`src/rtl/rs_pkg.sv`:
```
package rs_pkg;

    typedef enum logic [1:0] {
        OP_ADD = 2'd0,
        OP_SUB = 2'd1,
        OP_MUL = 2'd2,
        OP_XOR = 2'd3
    } rs_op_e;

    typedef enum logic [1:0] {
        ST_FREE = 2'd0,
        ST_WAIT = 2'd1,
        ST_EXEC = 2'd2
    } stn_state_e;

    function automatic logic op_is_mul(input logic [1:0] op);
        return op == 2'(OP_MUL);
    endfunction

endpackage

```
`src/rtl/rs_station.sv`:
```
module rs_station #(
    parameter int DATA_W = 16,
    parameter int TAG_W  = 4,
    parameter int MY_TAG = 1
) (
    input  logic              clk,
    input  logic              rst_n,
    input  logic              alloc,
    input  logic [1:0]        a_op,
    input  logic [DATA_W-1:0] a_vj,
    input  logic [TAG_W-1:0]  a_qj,
    input  logic [DATA_W-1:0] a_vk,
    input  logic [TAG_W-1:0]  a_qk,
    input  logic              disp,
    input  logic              bus_valid,
    input  logic [TAG_W-1:0]  bus_tag,
    input  logic [DATA_W-1:0] bus_value,
    output logic              busy,
    output logic              ready,
    output logic [1:0]        op,
    output logic [DATA_W-1:0] vj,
    output logic [DATA_W-1:0] vk
);
    import rs_pkg::*;

    localparam logic [TAG_W-1:0] SELF = TAG_W'(MY_TAG);

    stn_state_e state, state_nxt;
    logic [TAG_W-1:0] qj, qk;

    always_ff @(posedge clk) begin
        if (!rst_n) state <= ST_FREE;
        else        state <= state_nxt;
    end

    always_comb begin
        state_nxt = state;
        unique case (state)
            ST_FREE: if (alloc) state_nxt = ST_WAIT;
            ST_WAIT: if (disp)  state_nxt = ST_EXEC;
            ST_EXEC: if (bus_valid && bus_tag == SELF) state_nxt = ST_FREE;
            default: state_nxt = ST_FREE;
        endcase
    end

    always_ff @(posedge clk) begin
        if (!rst_n) begin
            op <= '0;
            vj <= '0;
            vk <= '0;
            qj <= '0;
            qk <= '0;
        end else if (alloc) begin
            op <= a_op;
            vj <= a_vj;
            vk <= a_vk;
            qj <= a_qj;
            qk <= a_qk;
        end else if (state == ST_WAIT && bus_valid) begin
            if (qj != '0 && qj == bus_tag) begin
                vj <= bus_value;
                qj <= '0;
            end
            if (qk != '0 && qk == bus_tag) begin
                vk <= bus_value;
                qk <= '0;
            end
        end
    end

    always_comb begin
        busy  = (state != ST_FREE);
        ready = (state == ST_WAIT) && (qj == '0) && (qk == '0);
    end

endmodule

```
`src/rtl/rs_exec_unit.sv`:
```
module rs_exec_unit #(
    parameter int DATA_W = 16,
    parameter int TAG_W  = 4,
    parameter int LAT    = 1
) (
    input  logic              clk,
    input  logic              rst_n,
    input  logic              in_valid,
    input  logic [1:0]        in_op,
    input  logic [DATA_W-1:0] in_a,
    input  logic [DATA_W-1:0] in_b,
    input  logic [TAG_W-1:0]  in_tag,
    input  logic              grant,
    output logic              accept,
    output logic              out_valid,
    output logic [TAG_W-1:0]  out_tag,
    output logic [DATA_W-1:0] out_value
);
    import rs_pkg::*;

    logic [LAT-1:0]    sv;
    logic [TAG_W-1:0]  st [LAT];
    logic [DATA_W-1:0] sd [LAT];
    logic [DATA_W-1:0] res;
    logic [2*DATA_W-1:0] prod;

    always_comb begin
        prod = in_a * in_b;
        unique case (rs_op_e'(in_op))
            OP_ADD:  res = in_a + in_b;
            OP_SUB:  res = in_a - in_b;
            OP_MUL:  res = prod[DATA_W-1:0];
            OP_XOR:  res = in_a ^ in_b;
            default: res = '0;
        endcase
    end

    assign accept = !sv[LAT-1] || grant;

    always_ff @(posedge clk) begin
        if (!rst_n) begin
            sv[0] <= 1'b0;
            st[0] <= '0;
            sd[0] <= '0;
        end else if (accept) begin
            sv[0] <= in_valid;
            st[0] <= in_tag;
            sd[0] <= res;
        end
    end

    for (genvar k = 1; k < LAT; k++) begin : g_stage
        always_ff @(posedge clk) begin
            if (!rst_n) begin
                sv[k] <= 1'b0;
                st[k] <= '0;
                sd[k] <= '0;
            end else if (accept) begin
                sv[k] <= sv[k-1];
                st[k] <= st[k-1];
                sd[k] <= sd[k-1];
            end
        end
    end

    assign out_valid = sv[LAT-1];
    assign out_tag   = st[LAT-1];
    assign out_value = sd[LAT-1];

endmodule

```
`src/rtl/rs_regstat.sv`:
```
module rs_regstat #(
    parameter int DATA_W = 16,
    parameter int TAG_W  = 4,
    parameter int NREG   = 8,
    parameter int RA_W   = 3
) (
    input  logic                             clk,
    input  logic                             rst_n,
    input  logic                             claim,
    input  logic [RA_W-1:0]                  claim_reg,
    input  logic [TAG_W-1:0]                 claim_tag,
    input  logic                             bus_valid,
    input  logic [TAG_W-1:0]                 bus_tag,
    input  logic [DATA_W-1:0]                bus_value,
    output logic [NREG-1:0][TAG_W-1:0]       stat,
    output logic [NREG-1:0][DATA_W-1:0]      regval
);

    for (genvar r = 0; r < NREG; r++) begin : g_reg
        logic hit;
        assign hit = bus_valid && stat[r] != '0 && stat[r] == bus_tag;

        always_ff @(posedge clk) begin
            if (!rst_n) begin
                regval[r] <= DATA_W'(r + 1);
                stat[r]   <= '0;
            end else begin
                if (hit) regval[r] <= bus_value;
                if (claim && claim_reg == RA_W'(r)) stat[r] <= claim_tag;
                else if (hit)                       stat[r] <= '0;
            end
        end
    end

endmodule

```
`src/rtl/rs_bcast_core.sv`:
```
module rs_bcast_core #(
    parameter int DATA_W  = 16,
    parameter int NREG    = 8,
    parameter int N_ALU   = 3,
    parameter int N_MUL   = 2,
    parameter int ALU_LAT = 1,
    parameter int MUL_LAT = 3,
    parameter int RA_W    = $clog2(NREG),
    localparam int TAG_W  = 4
) (
    input  logic              clk,
    input  logic              rst_n,
    input  logic              iss_valid,
    input  logic [1:0]        iss_op,
    input  logic [RA_W-1:0]   iss_dst,
    input  logic [RA_W-1:0]   iss_src1,
    input  logic [RA_W-1:0]   iss_src2,
    output logic              iss_ready,
    input  logic [RA_W-1:0]   rd_addr,
    output logic [DATA_W-1:0] rd_data,
    output logic              rd_pend,
    output logic              bus_valid,
    output logic [TAG_W-1:0]  bus_tag,
    output logic [DATA_W-1:0] bus_value,
    output logic              idle
);
    import rs_pkg::*;

    localparam int NSTN = N_ALU + N_MUL;

    logic [NREG-1:0][TAG_W-1:0]  stat;
    logic [NREG-1:0][DATA_W-1:0] regval;

    logic [NSTN-1:0]   stn_busy, stn_ready, alloc_oh, disp;
    logic [1:0]        stn_op [NSTN];
    logic [DATA_W-1:0] stn_vj [NSTN];
    logic [DATA_W-1:0] stn_vk [NSTN];

    logic              issue_fire, want_mul;
    logic [TAG_W-1:0]  alloc_tag;
    logic [TAG_W-1:0]  s1_raw, s2_raw, s1_q, s2_q;
    logic [DATA_W-1:0] s1_v, s2_v;

    logic              alu_go, alu_acc, alu_grant, alu_ov;
    logic              mul_go, mul_acc, mul_grant, mul_ov;
    logic [1:0]        alu_op, mul_op;
    logic [DATA_W-1:0] alu_a, alu_b, mul_a, mul_b, alu_oval, mul_oval;
    logic [TAG_W-1:0]  alu_tag, mul_tag, alu_otag, mul_otag;

    // source rename with same-cycle bus bypass
    always_comb begin
        s1_raw = stat[iss_src1];
        s2_raw = stat[iss_src2];
        if (s1_raw != '0 && bus_valid && bus_tag == s1_raw) begin
            s1_v = bus_value;  s1_q = '0;
        end else if (s1_raw != '0) begin
            s1_v = '0;         s1_q = s1_raw;
        end else begin
            s1_v = regval[iss_src1]; s1_q = '0;
        end
        if (s2_raw != '0 && bus_valid && bus_tag == s2_raw) begin
            s2_v = bus_value;  s2_q = '0;
        end else if (s2_raw != '0) begin
            s2_v = '0;         s2_q = s2_raw;
        end else begin
            s2_v = regval[iss_src2]; s2_q = '0;
        end
    end

    // lowest free slot of the required kind
    always_comb begin
        want_mul  = op_is_mul(iss_op);
        alloc_oh  = '0;
        alloc_tag = '0;
        iss_ready = 1'b0;
        for (int i = 0; i < NSTN; i++) begin
            if (!iss_ready && !stn_busy[i] && ((i >= N_ALU) == want_mul)) begin
                alloc_oh[i] = 1'b1;
                alloc_tag   = TAG_W'(i + 1);
                iss_ready   = 1'b1;
            end
        end
        issue_fire = iss_valid && iss_ready;
    end

    // dispatch: lowest ready slot per unit
    always_comb begin
        disp   = '0;
        alu_go = 1'b0; alu_op = '0; alu_a = '0; alu_b = '0; alu_tag = '0;
        mul_go = 1'b0; mul_op = '0; mul_a = '0; mul_b = '0; mul_tag = '0;
        for (int i = 0; i < NSTN; i++) begin
            if (i < N_ALU) begin
                if (stn_ready[i] && !alu_go && alu_acc) begin
                    disp[i] = 1'b1; alu_go = 1'b1; alu_op = stn_op[i];
                    alu_a = stn_vj[i]; alu_b = stn_vk[i]; alu_tag = TAG_W'(i + 1);
                end
            end else begin
                if (stn_ready[i] && !mul_go && mul_acc) begin
                    disp[i] = 1'b1; mul_go = 1'b1; mul_op = stn_op[i];
                    mul_a = stn_vj[i]; mul_b = stn_vk[i]; mul_tag = TAG_W'(i + 1);
                end
            end
        end
    end

    for (genvar i = 0; i < NSTN; i++) begin : g_stn
        rs_station #(.DATA_W(DATA_W), .TAG_W(TAG_W), .MY_TAG(i + 1)) u_stn (
            .clk(clk), .rst_n(rst_n),
            .alloc(issue_fire && alloc_oh[i]),
            .a_op(iss_op), .a_vj(s1_v), .a_qj(s1_q), .a_vk(s2_v), .a_qk(s2_q),
            .disp(disp[i]),
            .bus_valid(bus_valid), .bus_tag(bus_tag), .bus_value(bus_value),
            .busy(stn_busy[i]), .ready(stn_ready[i]),
            .op(stn_op[i]), .vj(stn_vj[i]), .vk(stn_vk[i])
        );
    end

    rs_exec_unit #(.DATA_W(DATA_W), .TAG_W(TAG_W), .LAT(ALU_LAT)) u_alu (
        .clk(clk), .rst_n(rst_n), .in_valid(alu_go), .in_op(alu_op),
        .in_a(alu_a), .in_b(alu_b), .in_tag(alu_tag), .grant(alu_grant),
        .accept(alu_acc), .out_valid(alu_ov), .out_tag(alu_otag), .out_value(alu_oval)
    );

    rs_exec_unit #(.DATA_W(DATA_W), .TAG_W(TAG_W), .LAT(MUL_LAT)) u_mul (
        .clk(clk), .rst_n(rst_n), .in_valid(mul_go), .in_op(mul_op),
        .in_a(mul_a), .in_b(mul_b), .in_tag(mul_tag), .grant(mul_grant),
        .accept(mul_acc), .out_valid(mul_ov), .out_tag(mul_otag), .out_value(mul_oval)
    );

    // fixed priority: multiplier first
    always_comb begin
        mul_grant = mul_ov;
        alu_grant = alu_ov && !mul_ov;
        bus_valid = mul_ov || alu_ov;
        bus_tag   = mul_ov ? mul_otag : (alu_ov ? alu_otag : '0);
        bus_value = mul_ov ? mul_oval : (alu_ov ? alu_oval : '0);
    end

    rs_regstat #(.DATA_W(DATA_W), .TAG_W(TAG_W), .NREG(NREG), .RA_W(RA_W)) u_regs (
        .clk(clk), .rst_n(rst_n),
        .claim(issue_fire), .claim_reg(iss_dst), .claim_tag(alloc_tag),
        .bus_valid(bus_valid), .bus_tag(bus_tag), .bus_value(bus_value),
        .stat(stat), .regval(regval)
    );

    assign rd_data = regval[rd_addr];
    assign rd_pend = |stat[rd_addr];
    assign idle    = ~|stn_busy;

endmodule

```
`config.mk`:
```
export PLATFORM = sky130hd
export DESIGN_NAME = rs_bcast_core
export DESIGN_NICKNAME = d
export VERILOG_FILES = /design/src/rtl/rs_pkg.sv /design/src/rtl/rs_station.sv /design/src/rtl/rs_exec_unit.sv /design/src/rtl/rs_regstat.sv /design/src/rtl/rs_bcast_core.sv
export SDC_FILE = /design/constraint.sdc
export NUM_CORES = 2
export LEC_CHECK = 0
export BUFFER_PORTS_ARGS = -buffer_cell sky130_fd_sc_hd__buf_2
export CAP_MARGIN = 20
export CORE_ASPECT_RATIO = 0.7
export CORE_MARGIN = 2
export CORE_UTILIZATION = 50
export CTS_CLUSTER_SIZE = 28
export DETAILED_ROUTE_END_ITERATION = 8
export GPL_TIMING_DRIVEN = 0
export HOLD_SLACK_MARGIN = 0.06
export PLACE_DENSITY = 0.65
export RECOVER_POWER = 100
export SYNTH_ARGS = -nofsm -noshare
export SYNTH_HDL_FRONTEND = slang
export SYNTH_SLANG_ARGS = --single-unit
```
`constraint.sdc`:
```
create_clock -name clk -period 8.3 [get_ports clk]
set_input_delay 1.245 -clock clk [delete_from_list [all_inputs] [get_ports clk]]
set_output_delay 1.245 -clock clk [all_outputs]
set_load 0.02 [all_outputs]
```
==> flow_summary.ini <==
[outcome]
outcome = finished, final reports clean

[power_and_ir_drop]
p_leak_nw = 13.75
cellPowerDensity_mw_per_mm2 = 142.8
ir_worst_vdd_mv = 0.1729

[job]
cap_violations = 0

[global_route]
grt_pass1_vias = 29040
grt_max_degree = 19
grt_overflow_total = 0
grt_antenna_before_repair = 7
grt_pass1_wl_mm = 193.0
track_usage_pct = 37.91

[sta]
period_needed_ns = 8.122
holdWs_ns = 0.4285
min_period_over_period_pct = 97.85
maxSlewViolCount = 0
fmax_ghz = 0.1231
worst_slack_ns = 0.1782
setup_viol_count_final = 0
finClkSkew_ns = 0.04703
finalHoldViolations = 0
worst_pin_slew_ns = 1.204
slew_headroom_pct = 19.73
rsz0062_at_grt = no

[critical_path]
end_kind = register
crit_required_ns = 8.61
crit_path_max_fanout = 10
r2r-start = g_stn[1].u_stn.qk[0]$_SDFFE_PN0P_
worstPathArrival_ns = 8.43
r2r-end = u_alu.sd[0][15]$_SDFFCE_PN0P_
worstSetupStartpointType = register
r2r_setup_slack_ns = 0.18
rr_worst_depth = 27
crit_type = reg2reg

[placement]
post-dp-hpwl_mm = 102.4
pre_cts_ws_ns = -1.511
gp_congestion = 1.068
portBuffers = 48

[clock_network]
clkSinkCount = 435
htreeDepth = 2
clockBufferDepth = 3
clk_pin_slew_ns = 0.07
cts_buffers = 43
tritoncts = yes
root_buffer = clkbuf_16
clk_latency_ns = 0.61

[synthesis]
synth-seq-cells = 435
yosysSeqAreaShare_pct = 26.81
synthAdderAreaFrac_pct = 15.29
synth_top_family_by_area = simple AND/OR/NAND/NOR gates
synthMuxAreaShare_pct = 9.679
postSynthCellCount = 3909
yosys_warnings = 0
postSynth.asyncResetShare_pct = 0
synth.avg_cell_area_um2 = 8.483
synthDistinctLibCells = 85
synth_edf_count = 18
synth_fp_nets = 4234
synth_xor_area_share_pct = 4.758
synth_compound_area_share_pct = 17.43
synth_simple_gate_area_share_pct = 19.07
synth_area_mm2 = 0.03316
synth_ff_type = dfxtp_1

[routing]
routed_wl_mm = 131.5
avgViaCountPerCell = 6.365
drc = 0
ant_nets = 0
drt_iter0_drc = 5120
wire_per_inst_um = 26.56
first_pass_iters = 9
dr_total_vias = 31530

[hold_path]
hold_path.class = reg2reg
min_from = u_mul.sd[1][0]$_SDFF_PN0_
whs_path_depth = 1
whs_endpoint = u_mul.sd[2][0]$_SDFF_PN0_

[floorplanning]
dieArea_mm2 = 0.06843
die_h_um = 219.5
core_area_mm2 = 0.06519
start_util_pct = 50.86
io-pin-count = 57
die_w_um = 311.8
rows = 78

[cells_and_area]
areaGrowthSynthToFinish_pct = 9.807
layout-drive-gt1-share_pct = 8.688
fin_nets = 4354
[placed cells by master (no fill, tap or decap), types with 9 or more instances in the layout]
master	synthesis	layout
nand2b_1	16	16
dfxtp_1	417	415
nor2b_1	21	20
xnor3_1	9	9
a31oi_1	17	16
buf_1	26	16
and3_1	23	23
nor4b_1	13	13
buf_4	4	29
xnor2_1	129	128
o211ai_1	172	172
o21ai_0	223	223
or3_1	18	18
a21oi_1	171	169
nor2_1	387	387
mux4_2	109	109
xor2_1	28	28
clkbuf_16	0	44
buf_2	12	24
a22oi_1	33	30
ha_1	146	146
and2_1	222	51
nand3b_1	23	23
clkbuf_1	240	281
and2_0	2	172
a22o_1	10	10
edfxtp_1	18	18
inv_1	308	306
or2_2	14	14
a211oi_1	128	127
nor3b_1	13	13
mux2i_1	45	43
mux2_2	27	27
nand3_1	48	46
nand2_1	459	457
nor4_1	10	10
fa_1	162	161
diode_2	0	10
nor3_1	40	39
o22a_1	33	33
[routing by layer]
layer  global-route usage [%]  share of wire [%]
met5                        0              0.062
met4                    9.135                2.5
met3                    16.11                 17
met2                    49.84                 38
met1                    56.19                 43
[worst max path at each step]
| stage | from | end | depth (start not counted) |
|---|---|---|---|
| global route | g_stn[1].u_stn.qk[0]$_SDFFE_PN0P_ | u_alu.sd[0][15]$_SDFFCE_PN0P_ | 29 |
| finish | g_stn[1].u_stn.qk[0]$_SDFFE_PN0P_ | u_alu.sd[0][15]$_SDFFCE_PN0P_ | 27 |
| global placement | g_stn[0].u_stn.state[1]$_SDFFE_PN0P_ | u_alu.sd[0][15]$_SDFFCE_PN0P_ | 26 |
| CTS | g_stn[0].u_stn.state[1]$_SDFFE_PN0P_ | u_alu.sd[0][13]$_SDFFCE_PN0P_ | 27 |
| floorplan | g_stn[0].u_stn.state[1]$_SDFFE_PN0P_ | u_alu.sd[0][15]$_SDFFCE_PN0P_ | 28 |
| detailed placement | u_mul.st[2][2]$_SDFF_PN0_ | u_alu.sd[0][15]$_SDFFCE_PN0P_ | 29 |
[sequential cells by signal (all words and copies together) (netlist names), 4 cells and up]
register,count
u_regs.regval,128
g_stn.u_stn.vj,80
g_stn.u_stn.vk,80
u_mul.sd,48
u_regs.stat,24
u_alu.sd,16
g_stn.u_stn.qj,15
g_stn.u_stn.qk,15
g_stn.u_stn.op,10
g_stn.u_stn.state,10
u_mul.st,4
[logic make-up after synthesis]
group           Yosys count
buf+inv                 602
compound gates          875
other cells               1
mux                     181
flops                   435
fa+ha+maj               308
simple gates           1341
xor+xnor                166
[worst max-delay path, stage by stage, from the launching register on]
cell and delay [ns]:
dfxtp_1 0.34, or4b_4 0.62, o21a_1 0.22, clkbuf_4 0.22, and2_4 0.17, buf_6 0.16, a221oi_4 0.75, a21oi_1 0.16
fa_1 0.53, inv_1 0.06, fa_1 0.59, inv_1 0.07, fa_1 0.48, fa_1 0.55, inv_1 0.05, fa_1 0.46
fa_2 0.38, xnor2_2 0.15, xnor2_1 0.14, xnor2_1 0.14, xnor2_1 0.27, xnor2_1 0.17, xnor3_1 0.24, xnor3_1 0.21
xnor3_1 0.23, xnor2_1 0.15, mux2i_1 0.22, o31ai_2 0.08
[layout make-up]
class	count	area [um2]
multi-input cells	2872	22160
well taps	880	1101
fillers	6109	28780
flip-flops and latches	435	8891
clock buffers	57	1190
diodes	10	25.02
clock inverters	22	267.8
plain buffers	278	1120
repair buffers	81	454.2
inverters	318	1204
[stage by stage]
step	TNS, ns	utilization (%)	std cells	power (mW)	area, um2
global placement	-6.539	52.92	4837	3.054	34500
CTS	0	55.53	4929	5.118	36200
floorplan	0	-	3909	2.755	33160
finish	0	55.85	4953	5.198	36410
detailed placement	-6.338	52.98	4843	3.053	34540
global route	0	55.81	4943	5.299	36390
[where the power goes]
group | internal (mW) | total [mW] | switching (mW)
logic | 0.269 | 0.857 | 0.588
clock network | 1.17 | 2.12 | 0.943
registers | 2.17 | 2.22 | 0.0559
[cells in the mapped netlist (40+ instances only)]
master,count,area [um2]
fa_1,162,3243
clkbuf_1,240,900.9
xnor2_1,129,1130
nand3_1,48,240.2
dfxtp_1,417,8348
ha_1,146,1827
a21oi_1,171,855.8
nor3_1,40,200.2
mux2i_1,45,450.4
o21ai_0,223,1116
mux4_2,109,2455
and2_1,222,1389
a211oi_1,128,960.9
nand2_1,459,1723
nor2_1,387,1453
o211ai_1,172,1291
inv_1,308,1156
[timing repair]
item / in CTS / in global routing
setup buffers: 10 / 11
resized for setup: 34 / 38
pin swaps: 5 / 10
setup endpoints to repair: 10 / 9
hold buffers: 0 / 0
Power figures use the tool's default switching activity.
